**src/rtl/lifo_pkg.sv**
```systemverilog
package lifo_pkg;

    // Occupancy class of the stack
    typedef enum logic [1:0] {
        ST_EMPTY   = 2'd0,
        ST_PARTIAL = 2'd1,
        ST_FULL    = 2'd2
    } occ_state_e;

endpackage

```
**src/rtl/lifo_cell.sv**
```systemverilog
// One word cell of the shifting column, with its valid bit.
module lifo_cell #(
    parameter int WIDTH = 8
) (
    input  logic             clk,
    input  logic             rst,
    input  logic             load_dn,
    input  logic             load_up,
    input  logic [WIDTH-1:0] above_dat,
    input  logic             above_vld,
    input  logic [WIDTH-1:0] below_dat,
    input  logic             below_vld,
    output logic [WIDTH-1:0] dat_q,
    output logic             vld_q
);

    always_ff @(posedge clk) begin
        if (rst) begin
            dat_q <= '0;
            vld_q <= 1'b0;
        end else if (load_dn) begin
            dat_q <= above_dat;
            vld_q <= above_vld;
        end else if (load_up) begin
            dat_q <= below_dat;
            vld_q <= below_vld;
        end
    end

endmodule

```
**src/rtl/lifo_ctrl.sv**
```systemverilog
// Occupancy controller: decides whether a request is accepted and tracks the flags.
module lifo_ctrl
    import lifo_pkg::*;
#(
    parameter int DEPTH = 4
) (
    input  logic clk,
    input  logic rst,
    input  logic push_i,
    input  logic pop_i,
    input  logic near_full_i,   // next-to-bottom cell holds a word
    input  logic multi_i,       // second cell holds a word
    output logic shift_dn_o,
    output logic shift_up_o,
    output logic full_o,
    output logic empty_o
);

    localparam bit SINGLE = (DEPTH == 1);

    occ_state_e state_q, state_d;

    // state register
    always_ff @(posedge clk) begin
        if (rst) state_q <= ST_EMPTY;
        else     state_q <= state_d;
    end

    // next state
    always_comb begin
        state_d = state_q;
        unique case (state_q)
            ST_EMPTY: begin
                if (push_i) state_d = SINGLE ? ST_FULL : ST_PARTIAL;
            end
            ST_PARTIAL: begin
                if (push_i && near_full_i)   state_d = ST_FULL;
                else if (pop_i && !multi_i)  state_d = ST_EMPTY;
            end
            ST_FULL: begin
                if (pop_i) state_d = SINGLE ? ST_EMPTY : ST_PARTIAL;
            end
            default: state_d = ST_EMPTY;
        endcase
    end

    // outputs
    always_comb begin
        full_o     = 1'b0;
        empty_o    = 1'b0;
        shift_dn_o = 1'b0;
        shift_up_o = 1'b0;
        unique case (state_q)
            ST_EMPTY: begin
                empty_o    = 1'b1;
                shift_dn_o = push_i;
            end
            ST_PARTIAL: begin
                shift_dn_o = push_i;
                shift_up_o = pop_i;
            end
            ST_FULL: begin
                full_o     = 1'b1;
                shift_up_o = pop_i;
            end
            default: empty_o = 1'b1;
        endcase
    end

endmodule

```
**src/rtl/lifo_shift_stack.sv**
```systemverilog
// Shifting LIFO: the head word always lives in cell 0.
module lifo_shift_stack #(
    parameter int DEPTH = 4,
    parameter int WIDTH = 8
) (
    input  logic             clk,
    input  logic             rst,
    input  logic             push_i,
    input  logic             pop_i,
    input  logic [WIDTH-1:0] din_i,
    output logic [WIDTH-1:0] dout_o,
    output logic             full_o,
    output logic             empty_o
);

    localparam int LAST = DEPTH - 1;

    logic [WIDTH-1:0] cell_dat [DEPTH];
    logic [DEPTH-1:0] cell_vld;
    logic [WIDTH-1:0] above_dat [DEPTH];
    logic [DEPTH-1:0] above_vld;
    logic [WIDTH-1:0] below_dat [DEPTH];
    logic [DEPTH-1:0] below_vld;

    logic shift_dn, shift_up;
    logic near_full, multi;

    for (genvar i = 0; i < DEPTH; i++) begin : g_cell
        if (i == 0) begin : g_top
            assign above_dat[i] = din_i;
            assign above_vld[i] = 1'b1;
        end else begin : g_mid_up
            assign above_dat[i] = cell_dat[i-1];
            assign above_vld[i] = cell_vld[i-1];
        end

        if (i == LAST) begin : g_bottom
            assign below_dat[i] = '0;
            assign below_vld[i] = 1'b0;
        end else begin : g_mid_dn
            assign below_dat[i] = cell_dat[i+1];
            assign below_vld[i] = cell_vld[i+1];
        end

        lifo_cell #(.WIDTH(WIDTH)) u_cell (
            .clk       (clk),
            .rst       (rst),
            .load_dn   (shift_dn),
            .load_up   (shift_up),
            .above_dat (above_dat[i]),
            .above_vld (above_vld[i]),
            .below_dat (below_dat[i]),
            .below_vld (below_vld[i]),
            .dat_q     (cell_dat[i]),
            .vld_q     (cell_vld[i])
        );
    end

    if (DEPTH > 1) begin : g_hints
        assign near_full = cell_vld[DEPTH-2];
        assign multi     = cell_vld[1];
    end else begin : g_hints_one
        assign near_full = 1'b0;
        assign multi     = 1'b0;
    end

    lifo_ctrl #(.DEPTH(DEPTH)) u_ctrl (
        .clk         (clk),
        .rst         (rst),
        .push_i      (push_i),
        .pop_i       (pop_i),
        .near_full_i (near_full),
        .multi_i     (multi),
        .shift_dn_o  (shift_dn),
        .shift_up_o  (shift_up),
        .full_o      (full_o),
        .empty_o     (empty_o)
    );

    assign dout_o = cell_dat[0];

endmodule

```
**config.mk**
```make
export PLATFORM = sky130hd
export DESIGN_NAME = lifo_shift_stack
export DESIGN_NICKNAME = d
export VERILOG_FILES = /design/src/rtl/lifo_pkg.sv /design/src/rtl/lifo_cell.sv /design/src/rtl/lifo_ctrl.sv /design/src/rtl/lifo_shift_stack.sv
export SDC_FILE = /design/constraint.sdc
export NUM_CORES = 1
export LEC_CHECK = 0
export BUFFER_PORTS_ARGS = -buffer_cell sky130_fd_sc_hd__buf_2
export CAP_MARGIN = 20
export CORE_MARGIN = 3
export CORE_UTILIZATION = 45
export CTS_CLUSTER_SIZE = 8
export DETAILED_ROUTE_END_ITERATION = 10
export GPL_ROUTABILITY_DRIVEN = 0
export GPL_TIMING_DRIVEN = 0
export PLACE_DENSITY = 0.64
export SLEW_MARGIN = 20
export SYNTH_ARGS = -nofsm -noshare
export SYNTH_HDL_FRONTEND = slang
export SYNTH_SLANG_ARGS = --single-unit
```
**constraint.sdc**
```tcl
create_clock -name clk -period 1.5 [get_ports clk]
set_clock_uncertainty 0.1 [all_clocks]
set_input_delay 0.3 -clock clk [delete_from_list [all_inputs] [get_ports clk]]
set_output_delay 0.3 -clock clk [all_outputs]
set_load 0.02 [all_outputs]
```
==> results of run 1 <==
==> routing by layer <==
layer,up-vias,track usage,share of wire
li1,889,-,-
met1,869,0.3171,0.47
met2,45,0.3600,0.46
met3,10,0.05348,0.047
met4,0,0.07444,0.017
met5,-,0,0
==> area by class of cell <==
type,count,area [sq um]
Buffer,25,221.5
Clock buffer,7,76.32
Fill cell,278,1132
Inverter,7,33.78
Multi-Input combinational cell,151,1017
Sequential cell,38,768.2
Tap cell,48,60.06
Timing Repair Buffer,45,406.6
==> path summary, 6_finish.rpt <==
kind / startpoint / to / slack (ns) / depth (start not counted)
worst max-delay path: u_ctrl.state_q[0] / empty_o / -0.12 / 5
worst min-delay path: din_i[6] / g_cell[0].u_cell.dat_q[6] / 0.18 / 3
worst max register to register: u_ctrl.state_q[0] / g_cell[2].u_cell.vld_q / -0.11 / 8
worst min register to register: g_cell[3].u_cell.dat_q[3] / g_cell[3].u_cell.dat_q[3] / 0.37 / 2
==> flip-flops by register name, summed over array words and instances (netlist names) <==
name and flops:
u_ctrl.state_q 2, g_cell.u_cell.vld_q 4, g_cell.u_cell.dat_q 32
==> through the flow <==
| step | power (uW) | setup slack [ns] |
|---|---|---|
| 2_1_floorplan | 1666 | 0.001011 |
| 3_3_place_gp | 1836 | -0.2653 |
| 3_5_place_dp | 1840 | -0.2662 |
| 4_1_cts | 2713 | -0.1201 |
| 5_1_grt | 3022 | -0.1633 |
| 6_report | 2886 | -0.1247 |
==> worst min-delay path, stage by stage <==
cell	delay, ns
buf_2	0.09
nor2_1	0.09
a311oi_1	0.04
==> power by group <==
| part | internal [uW] | switching (uW) | total, uW |
|---|---|---|---|
| sequential | 1120 | 98.2 | 1220 |
| clock | 320 | 339 | 659 |
| combinational | 496 | 512 | 1010 |
==> placed cells by master (no fill, tap or decap), drive strengths merged <==
| cell type | synthesis | layout |
|---|---|---|
| nor2 | 27 | 27 |
| o22ai | 1 | 1 |
| clkbuf | 7 | 16 |
| mux2i | 1 | 1 |
| dfxtp | 38 | 38 |
| a311oi | 26 | 26 |
| a21oi | 12 | 12 |
| buf | 21 | 61 |
| o21ai | 3 | 4 |
| ha | 4 | 4 |
| inv | 7 | 7 |
| o21a | 1 | 1 |
| or4 | 2 | 2 |
| nand3 | 35 | 35 |
| a221oi | 1 | 1 |
| nand2 | 37 | 37 |
==> repair_timing <==
item / 4_1_cts / 5_1_grt
resized for setup: 46 / 37
buffers inserted: 13 / 8
endpoints found under the setup margin: 39 / 40
cloned: 4 / 3
pin swaps: 13 / 27
==> kinds of logic (layout without fill, tap and decap cells) <==
kind of cell,after synthesis,in the layout,share of synthesized area
and+or+nand+nor,101,101,0.2454
muxes,1,1,0.005674
adders and majority gates,4,4,0.02837
buffers and inverters,35,84,0.09929
DFF,38,38,0.4312
AOI/OAI and AO/OA,44,45,0.1901
==> results.py, run 1 <==
metrics = {
    "run": {
        "cap_violations": 0,
    },
    "clock_tree": {
        "ctsHoldBuffers": 0,
        "cts-root-buf": "clkbuf_8",
        "numCtsBuffers": 5,
        "h-tree-depth": 2,
        "cts_sinks": 38,
        "clk_pin_slew_ns": 0.07,
        "cts_buffer_depth": 2,
        "clk_latency_ns": 0.29,
        "tritoncts": "yes",
    },
    "sta": {
        "finalHoldViolCount": 0,
        "slew_headroom": 0.5440,
        "setup_tns_ns": -2.187,
        "finalHoldWorstSlack_ns": 0.1795,
        "min_period_ns": 1.625,
        "worst_pin_slew_ns": 0.6840,
        "rsz0062_at_grt": "yes",
        "maxSlewViolCount": 0,
        "clock.fmax_mhz": 615.5,
        "setup_ws_ns": -0.1247,
        "final-setup-viol-count": 34,
        "fin_crit_sh": 1.083,
    },
    "synth": {
        "ys.flop_type": "dfxtp_1",
        "synth_top_area_cell": "dfxtp_1",
        "ys_seq_area_frac": 0.4312,
        "avgSynthCellArea_sq_um": 7.911,
        "synth_edf_count": 0,
        "synth_top_area_frac": 0.4312,
        "ys_warn_count": 0,
        "yosysMostFrequentCell": "dfxtp_1",
        "ys_types": 20,
        "netlist_instances": 223,
        "syn_nets": 239,
        "ys_seq_elements": 38,
        "netlist_area_sq_um": 1764,
        "synthTopCellsByArea": "dfxtp_1, a311oi_1, nand3_1",
        "synth_common_cells": "dfxtp_1, nand2_1, nand3_1",
        "async_flop_share": 0,
    },
    "critical_path": {
        "critPathArrivalTime_ns": 1.22,
        "cp_slowest_cell": "dfxtp_4",
        "worstSetupPathType": "reg2out",
        "path_buf_inv": 4,
        "critical_path.top_delay_family": "flip-flops",
        "worst_setup_path_end_kind": "output pin",
        "crit_required_ns": 1.10,
        "cp_max_fo": 2,
        "slowest_delay_ns": 0.37,
        "startpoint_type": "flip-flop",
        "worstPathCellList": "inv_4 -> ha_4 -> buf_6 -> inv_4 -> buf_6",
    },
    "die": {
        "die_area_sq_um": 4708,
        "die_y_microns": 68.62,
        "rows": 22,
        "core_sq_um": 3716,
        "fp.dieW_microns": 68.62,
        "ioPinCount": 22,
        "initial_utilization": 0.4747,
    },
    "layout": {
        "diodes": 0,
        "fin_cells": 321,
        "layout.nets": 289,
        "final_area_sq_um": 2584,
        "fin_util": 0.6953,
        "drive_gt1_frac": 0.3956,
        "syn2layout_area_growth_pct": 46.45,
    },
    "detailed_routing": {
        "routed_wl_microns": 5411,
        "avgViaCountPerCell": 5.648,
        "drc": 0,
        "antenna_left": 0,
        "vias": 1813,
        "routedWlPerCell_microns": 16.86,
        "first_iter_violations": 103,
        "first_pass_iters": 4,
    },
    "global_routing": {
        "antenna_found_initial": 0,
        "grt_pass1_wl_microns": 8093,
        "grt_usage": 0.2323,
        "overflow": 0,
        "grt_pass1_vias": 1566,
        "grt_max_degree": 11,
    },
    "power_and_ir_drop": {
        "peakVddDrop_mv": 0.6295,
        "p_per_area_nw_per_um2": 1117,
        "leakagePower_uw": 0.0009862,
    },
    "hold_path": {
        "worstHoldPathType": "in2reg",
    },
    "placed_design": {
        "port-buffer-count": 20,
        "dp.cells": 291,
        "dp_hpwl_microns": 3095,
        "place_area_sq_um": 1974,
    },
    "status": {
        "status": "finished with violations",
        "violations": "negative setup slack",
    },
}
Note: power is estimated with default switching activity, not from simulation.
==> run 2, diff against run 1 <==
--- a/config.mk
+++ b/config.mk
@@ -13,8 +13,9 @@
 export DETAILED_ROUTE_END_ITERATION = 10
 export GPL_ROUTABILITY_DRIVEN = 0
 export GPL_TIMING_DRIVEN = 0
-export PLACE_DENSITY = 0.64
+export PLACE_DENSITY = 0.68
 export SLEW_MARGIN = 20
 export SYNTH_ARGS = -nofsm -noshare
 export SYNTH_HDL_FRONTEND = slang
 export SYNTH_SLANG_ARGS = --single-unit
+export TNS_END_PERCENT = 1
==> run 2 against run 1 <==
- the flow still finishes with violations (negative setup slack)
- core utilization down 4.7 points
- wire length is 6.8% lower
- setup slack improved by 0.0012 ns
- hold slack hardly changed
- flip-flop and latch count did not move
- die area unchanged
- sequential power about the same
- critical endpoint is now g_cell[1].u_cell.dat_q[1]
- highest routed layer unchanged
==> results.py, run 2 (same netlist as run 1, synthesis figures left out) <==
metrics = {
    "status": {
        "status": "finished with violations",
        "violations": "negative setup slack",
    },
    "power_and_ir_drop": {
        "peakVddDrop_mv": 0.7019,
        "p_per_area_nw_per_um2": 1173,
        "leakagePower_uw": 0.0009290,
        "power_uw": 2826,
    },
    "global_routing": {
        "overflow": 0,
        "grt_pass1_vias": 1447,
        "use_met2": 0.3194,
        "grt_max_degree": 12,
        "grt_usage": 0.2230,
        "grtUsageMet3": 0.04376,
        "grt_util_met1": 0.3270,
        "grt_pass1_wl_microns": 7576,
        "top_usage_layer": "met1",
        "antenna_found_initial": 0,
    },
    "clock_tree": {
        "cts_sinks": 38,
        "tritoncts": "yes",
        "cts_buffer_depth": 2,
        "numCtsBuffers": 5,
        "clk_pin_slew_ns": 0.07,
        "h-tree-depth": 2,
        "clk_latency_ns": 0.29,
        "cts-root-buf": "clkbuf_8",
    },
    "layout": {
        "layout.nets": 279,
        "reg_top3": "g_cell.u_cell.dat_q: 32 flops, g_cell.u_cell.vld_q: 4 flops, u_ctrl.state_q: 2 flops",
        "drive_gt1_frac": 0.3295,
        "syn2layout_area_growth_pct": 36.52,
        "mostFrequentLayoutCells": "nand2_1, dfxtp_1, nand3_1",
        "largest_reg_flops": 32,
        "fillerInstances": 310,
        "regMostFlops": "g_cell.u_cell.dat_q",
        "diodes": 0,
    },
    "sta": {
        "maxSlewViolCount": 0,
        "fin_crit_sh": 1.082,
        "setup_ws_ns": -0.1235,
        "rsz0062_at_grt": "yes",
        "finalHoldWorstSlack_ns": 0.1795,
        "setup_tns_ns": -2.006,
        "min_period_ns": 1.623,
        "final-setup-viol-count": 39,
        "clock.fmax_mhz": 616.0,
        "slew_headroom": 0.5836,
        "finalHoldViolCount": 0,
        "worst_pin_slew_ns": 0.6246,
    },
    "detailed_routing": {
        "drc": 0,
        "first_iter_violations": 180,
        "vias": 1741,
        "antenna_left": 0,
        "routed_wl_microns": 5043,
        "first_pass_iters": 4,
        "avgViaCountPerCell": 5.580,
        "routedWlPerCell_microns": 16.16,
    },
    "die": {
        "rows": 22,
        "initial_utilization": 0.4747,
        "die_y_microns": 68.62,
        "fp.dieW_microns": 68.62,
        "core_sq_um": 3716,
        "ioPinCount": 22,
        "die_area_sq_um": 4708,
    },
    "run": {
        "cap_violations": 0,
    },
    "placed_design": {
        "dp_hpwl_microns": 3072,
        "pre_cts_slack_ns": -0.2856,
        "port-buffer-count": 20,
    },
    "critical_path": {
        "startpoint_type": "flip-flop",
        "worstSetupPathType": "reg2reg",
        "r2r_cells": 7,
        "reg2reg_setup_slack_ns": -0.12,
        "cp_max_fo": 10,
        "critPathArrivalTime_ns": 1.72,
        "crit_required_ns": 1.60,
        "worst_setup_path_end_kind": "flip-flop",
    },
    "hold_path": {
        "whs_path_depth": 3,
        "worstHoldPathType": "in2reg",
    },
}
run 2: changes by cell type in the layout (fill, tap and decap cells not counted), moves of 2 or more:
cell,before,now
nor2_1,22,27
a21oi_2,5,0
buf_6,16,5
nand3_2,4,0
nand3_1,31,35
a311oi_1,18,14
a311oi_2,8,12
clkbuf_16,3,1
nor2_2,5,0
a21oi_1,7,12
run 2: cell type report:
type,instances,area [sq um],area share
repair buffers,34,257.7,0.1070
clock buffers,7,86.33,0.03584
plain buffers,27,234.0,0.09714
inverters,7,31.28,0.01299
multi-input cells,150,968.4,0.4021
well taps,48,60.06,0.02494
clock inverters,1,5.005,0.002078
flip-flops and latches,38,765.7,0.3179
run 2: per-stage QoR:
| stage | instances | utilization | instance area, sq um |
|---|---|---|---|
| CTS | 307 | 0.6040 | 2245 |
| floorplan | 223 | - | 1814 |
| finish | 312 | 0.6481 | 2409 |
| global placement | 291 | 0.5313 | 1974 |
| global route | 312 | 0.6481 | 2409 |
| detailed placement | 291 | 0.5313 | 1974 |
run 2: final timing paths:
kind / startpoint / end
min reg2reg: g_cell[3].u_cell.dat_q[6] / g_cell[3].u_cell.dat_q[6]
min: din_i[3] / g_cell[0].u_cell.dat_q[3]
max reg2reg: u_ctrl.state_q[0] / g_cell[1].u_cell.dat_q[1]
max: u_ctrl.state_q[0] / g_cell[1].u_cell.dat_q[1]
run 2: worst max-delay path: stages, from the launching register on:
cell and delay (ns):
dfxtp_2 0.35, inv_4 0.05, ha_4 0.25, buf_4 0.17
nand2_8 0.11, buf_8 0.14, nand2_1 0.08, a311oi_2 0.27
run 2: repair_timing:
action	4_1_cts	5_1_grt
gates cloned	1	1
buffers inserted	8	4
gates resized for setup	33	21
pin swaps	21	15
hold buffers	0	0
endpoints found under the setup margin	39	40
run 2: where the power goes:
part	internal (uW)	total [uW]	switching [uW]
clock	371	732	361
sequential	1120	1210	90.7
combinational	408	883	475
total	1900	2830	927
run 2: metal layers:
metal	share of wire	routed length, microns	vias up
li1	-	-	862
met1	0.48	2438	823
met2	0.45	2288	51
met3	0.051	258	5
met4	0.011	57	0
met5	0	0	-
